**config.mk**
```make
export PLATFORM = sky130hd
export DESIGN_NAME = bus_wait_gen
export DESIGN_NICKNAME = d
export VERILOG_FILES = /design/src/rtl/ws_pkg.sv /design/src/rtl/ws_min_select.sv /design/src/rtl/ws_downcount.sv /design/src/rtl/ws_wait_ctrl.sv /design/src/rtl/bus_wait_gen.sv
export SDC_FILE = /design/constraint.sdc
export NUM_CORES = 1
export LEC_CHECK = 0
export BUFFER_PORTS_ARGS = -buffer_cell sky130_fd_sc_hd__buf_4
export CAP_MARGIN = 20
export CORE_UTILIZATION = 30
export DETAILED_ROUTE_END_ITERATION = 6
export GPL_ROUTABILITY_DRIVEN = 0
export GPL_TIMING_DRIVEN = 1
export HOLD_SLACK_MARGIN = 0.15
export SETUP_SLACK_MARGIN = 0.2
export SLEW_MARGIN = 20
export SYNTH_ARGS = -nofsm -noshare
export SYNTH_HDL_FRONTEND = slang
export SYNTH_HIERARCHICAL = 1
export SYNTH_SLANG_ARGS = --single-unit
```
**constraint.sdc**
```tcl
create_clock -name clk -period 3.3 [get_ports clk]
set_clock_uncertainty 0.05 [all_clocks]
set_input_delay 0.495 -clock clk [delete_from_list [all_inputs] [get_ports clk]]
set_output_delay 0.495 -clock clk [all_outputs]
set_load 0.03 [all_outputs]
```
**src/rtl/ws_pkg.sv**
```systemverilog
package ws_pkg;

  typedef enum logic [1:0] {
    CYC_CPU_MEM = 2'b00,
    CYC_CPU_IO  = 2'b01,
    CYC_DMA_M2P = 2'b10,
    CYC_DMA_P2M = 2'b11
  } cyc_e;

  localparam int NUM_CYC = 4;

  function automatic int min_for(input logic [1:0] t, input int m_mem,
                                 input int m_io, input int m_m2p, input int m_p2m);
    case (t)
      CYC_CPU_MEM: min_for = m_mem;
      CYC_CPU_IO:  min_for = m_io;
      CYC_DMA_M2P: min_for = m_m2p;
      default:     min_for = m_p2m;
    endcase
  endfunction

  function automatic int max4(input int a, input int b, input int c, input int d);
    int m;
    m = a;
    if (b > m) m = b;
    if (c > m) m = c;
    if (d > m) m = d;
    max4 = m;
  endfunction

endpackage

```
**src/rtl/ws_min_select.sv**
```systemverilog
module ws_min_select #(
  parameter int MW          = 2,
  parameter int MIN_CPU_MEM = 1,
  parameter int MIN_CPU_IO  = 1,
  parameter int MIN_DMA_M2P = 1,
  parameter int MIN_DMA_P2M = 2
) (
  input  logic [1:0]    cyc_type,
  output logic [MW-1:0] min_cnt
);
  import ws_pkg::*;

  logic [MW-1:0] table_q [NUM_CYC];

  // One constant per cycle type, built from the package rule.
  for (genvar g = 0; g < NUM_CYC; g++) begin : g_tab
    assign table_q[g] = MW'(min_for(2'(g), MIN_CPU_MEM, MIN_CPU_IO,
                                    MIN_DMA_M2P, MIN_DMA_P2M));
  end

  assign min_cnt = table_q[cyc_type];

endmodule

```
**src/rtl/ws_downcount.sv**
```systemverilog
module ws_downcount #(
  parameter int W = 8
) (
  input  logic         clk,
  input  logic         rst_n,
  input  logic         load,
  input  logic [W-1:0] load_val,
  input  logic         run,
  output logic [W-1:0] cnt
);

  always_ff @(posedge clk) begin
    if (!rst_n)                  cnt <= '0;
    else if (load)               cnt <= load_val;
    else if (run && cnt != '0)   cnt <= cnt - W'(1);
  end

endmodule

```
**src/rtl/ws_wait_ctrl.sv**
```systemverilog
module ws_wait_ctrl (
  input  logic clk,
  input  logic rst_n,
  input  logic start,
  input  logic ack,
  input  logic min_done,
  input  logic expire,
  input  logic flag_clr,
  output logic busy,
  output logic tmo_irq,
  output logic tmo_flag
);

  logic ack_seen;
  logic acked;
  logic release_now;
  logic tmo_evt;

  assign acked       = ack || ack_seen;
  assign release_now = busy && !start && min_done && (acked || expire);
  assign tmo_evt     = busy && !start && expire && !acked;

  always_ff @(posedge clk) begin
    if (!rst_n) begin
      busy     <= 1'b0;
      ack_seen <= 1'b0;
      tmo_irq  <= 1'b0;
      tmo_flag <= 1'b0;
    end else begin
      // Wait flag: a new strobe always wins over a release.
      if (start)            busy <= 1'b1;
      else if (release_now) busy <= 1'b0;

      // Early acknowledge held until the minimum has passed.
      if (start || release_now) ack_seen <= 1'b0;
      else if (busy && ack)     ack_seen <= 1'b1;

      tmo_irq <= tmo_evt;

      // Set has priority over clear.
      if (tmo_evt)       tmo_flag <= 1'b1;
      else if (flag_clr) tmo_flag <= 1'b0;
    end
  end

endmodule

```
**src/rtl/bus_wait_gen.sv**
```systemverilog
module bus_wait_gen #(
  parameter int TMO_CYCLES  = 256,
  parameter int MIN_CPU_MEM = 1,
  parameter int MIN_CPU_IO  = 1,
  parameter int MIN_DMA_M2P = 1,
  parameter int MIN_DMA_P2M = 2
) (
  input  logic       clk,
  input  logic       rst_n,
  input  logic       strobe,
  input  logic [1:0] cyc_type,
  input  logic       ack,
  input  logic       flag_clr,
  output logic       wait_o,
  output logic       tmo_irq,
  output logic       tmo_flag
);
  import ws_pkg::*;

  localparam int MAXMIN = max4(MIN_CPU_MEM, MIN_CPU_IO, MIN_DMA_M2P, MIN_DMA_P2M);
  localparam int MW     = $clog2(MAXMIN + 1);
  localparam int TW     = $clog2(TMO_CYCLES + 1);

  logic          busy;
  logic          run;
  logic [MW-1:0] min_load;
  logic [MW-1:0] min_cnt;
  logic [TW-1:0] tmo_cnt;
  logic          min_done;
  logic          expire;

  assign run = busy && !strobe;

  ws_min_select #(
    .MW(MW), .MIN_CPU_MEM(MIN_CPU_MEM), .MIN_CPU_IO(MIN_CPU_IO),
    .MIN_DMA_M2P(MIN_DMA_M2P), .MIN_DMA_P2M(MIN_DMA_P2M)
  ) u_minsel (
    .cyc_type(cyc_type),
    .min_cnt (min_load)
  );

  ws_downcount #(.W(MW)) u_mincnt (
    .clk(clk), .rst_n(rst_n), .load(strobe), .load_val(min_load),
    .run(run), .cnt(min_cnt)
  );

  ws_downcount #(.W(TW)) u_tmocnt (
    .clk(clk), .rst_n(rst_n), .load(strobe), .load_val(TW'(TMO_CYCLES)),
    .run(run), .cnt(tmo_cnt)
  );

  // Minimum reached when this wait cycle is the last one required.
  assign min_done = (min_cnt <= MW'(1));
  assign expire   = busy && (tmo_cnt == TW'(1));

  ws_wait_ctrl u_ctrl (
    .clk(clk), .rst_n(rst_n), .start(strobe), .ack(ack),
    .min_done(min_done), .expire(expire), .flag_clr(flag_clr),
    .busy(busy), .tmo_irq(tmo_irq), .tmo_flag(tmo_flag)
  );

  assign wait_o = busy;

endmodule

```
==> impl_metrics.toml <==
[detailed_routing]
top_layer_used = "met4"
drt_wl_total_microns = 1697
drc = 0
dr.pass1.iters = 4
drt_iter0_markers = 16
wl_per_cell_microns = 11.54
viasPerCell = 4.966
vias = 730
wl_met2_microns = 688
final_antenna_net_count = 0
dr_wl_met3_microns = 60
wirelength_met1_microns = 929

[clocking]
clk_latency_ns = 0.29
cts_tree = "built"
post_cts_buffers = 0
postCtsHoldBufs = 0
cts_root_buf = "clkbuf_4"
cts_made_buffers = 3
clock_sinks = 15
clockBufferDepth = 2
cts_resized = 0
cts_max_level = 1
path_clk_slew_ns = 0.09

[sta]
worst_pin_slew_ns = 0.4867
final.min_clock_period_ns = 2.031
maxSlewHeadroom = 0.6709
max_freq_ghz = 0.4923
fin_crit_sh = 0.6156
setup_tns_ns = 0
hold_violations = 0
grt_setup_unrepaired = "false"
slew_viol_final = 0
setup_viol = 0

[floorplanning]
die_h_microns = 55.30
core_sq_um = 2590
fp.dieW_microns = 55.30
num_io_pins = 10
start_util = 0.3290
rows = 18
die-area_sq_um = 3058

[finish]
diodes = 0
final_cells = 147
layout_common_cells = "dfxtp_1 (15), inv_1 (9), buf_4 (9), conb_1 (9)"
fin_nets = 127
synthToLayoutAreaGrowth_pct = 18.06
fill_cells = 270
drive_gt1_frac = 0.1880
layout_commonest_cell = "dfxtp_1"

[grt]
gr-total-overflow = 0
antenna_found_initial = 0
track_usage = 0.1171
grt_pass1_vias = 649
grt_max_degree = 15
grt_pass1_wl_microns = 2891

[placed_design]
place_inst = 143
portBuffers = 9
hpwl_microns = 1240

[synth]
synth_edf_count = 0
synth_ff_type = "dfxtp_1"
async_flop_share = 0
postSynthAreaPerCell_sq_um = 8.695
yosys_warnings = 6
ys_seq_area_frac = 0.3524
synth_area_sq_um = 852.1
synthDistinctLibCells = 39
ys_seq_elements = 15
synthCells = 98

[critical_path]
cp.arrival_ns = 2.20
crit_required_ns = 3.47
crit_type = "register to register"
start_kind = "register"
cp_max_fo = 8
critPathCaptureType = "register"

[hold_path]
hp-class = "input port to register"

[power_and_ir_drop]
max-vdd-ir-drop_mv = 0.2429
power_density_nw_per_um2 = 389.4
power.leakage_uw = 0.0003796

[status]
status = "finished, final reports clean"

[flow_run]
maxCapViolCount = 0
## critical path: stages, from the launching register on
cell and delay [ns]:
dfxtp_1 0.45, nor2b_1 0.46, nor4b_1 0.48, o211ai_1 0.20
xor2_1 0.17, a21oi_1 0.15
## path summary, 6_finish.rpt
check | startpoint | end | slack [ns] | cells after the start
setup / recovery | u_ctrl/busy | u_tmocnt/cnt[5] | 1.27 | 5
hold reg to reg | u_ctrl/tmo_flag | u_ctrl/tmo_flag | 0.46 | 2
hold / removal | flag_clr | u_ctrl/tmo_flag | 0.43 | 3
setup reg to reg | u_ctrl/busy | u_tmocnt/cnt[5] | 1.27 | 5
## metrics by stage
step | hold slack, ns | setup slack (ns) | area (sq um) | power (uW) | util
3_3_place_gp | 0.4400 | 1.224 | 979.7 | 284.2 | 0.3783
3_5_place_dp | 0.4464 | 1.160 | 979.7 | 285.7 | 0.3783
6_report | 0.4310 | 1.269 | 1006 | 391.8 | 0.3884
2_1_floorplan | 0.4191 | 1.343 | 878.3 | 263.6 | -
4_1_cts | 0.4204 | 1.282 | 1006 | 397.4 | 0.3884
5_1_grt | 0.4299 | 1.087 | 1006 | 417.0 | 0.3884
## kinds of logic after synthesis
group / Yosys count / synth area share
compound gates: 29 / 0.2394
xor+xnor: 5 / 0.05140
fa+ha+maj: 2 / 0.02936
buf+inv: 10 / 0.04405
flops: 15 / 0.3524
mux: 1 / 0.01175
other cells: 2 / 0.008814
simple gates: 34 / 0.2629
## flip-flops by register name, indices dropped and copies added, names as in the netlist
| signal | flops |
|---|---|
| u_ctrl/tmo_irq | 1 |
| u_ctrl/tmo_flag | 1 |
| u_tmocnt/cnt | 9 |
| u_ctrl/ack_seen | 1 |
| u_ctrl/busy | 1 |
| u_mincnt/cnt | 2 |
## cell usage after synthesis (all sizes together), types with 3 or more instances
master,n,area share
dfxtp,15,0.35
o21ai,9,0.066
xor2,3,0.031
nand2,5,0.022
nor2b,3,0.031
nor4b,3,0.031
inv,9,0.040
a21oi,8,0.047
nor2,6,0.026
a211oi,3,0.038
nand3b,4,0.035
## layout make-up
type,count,area [sq um],area share
flip-flops and latches,15,300.3,0.2985
multi-input cells,80,540.5,0.5373
inverters,9,33.78,0.03358
well taps,30,37.54,0.03731
clock buffers,4,26.28,0.02612
repair buffers,9,67.56,0.06716
## power breakdown
group	total, uW	internal [uW]	switching, uW
clock network	109	47.0	62.3
logic	77.6	36.6	41.0
registers	205	192	12.7
## routing by layer
metal / global-route usage / up-vias
li1: - / 381
met3: 0.03513 / 2
met5: 0 / -
met1: 0.1578 / 331
met2: 0.1756 / 16
met4: 0.04286 / 0
No activity file was read; power rests on OpenSTA's default activity.
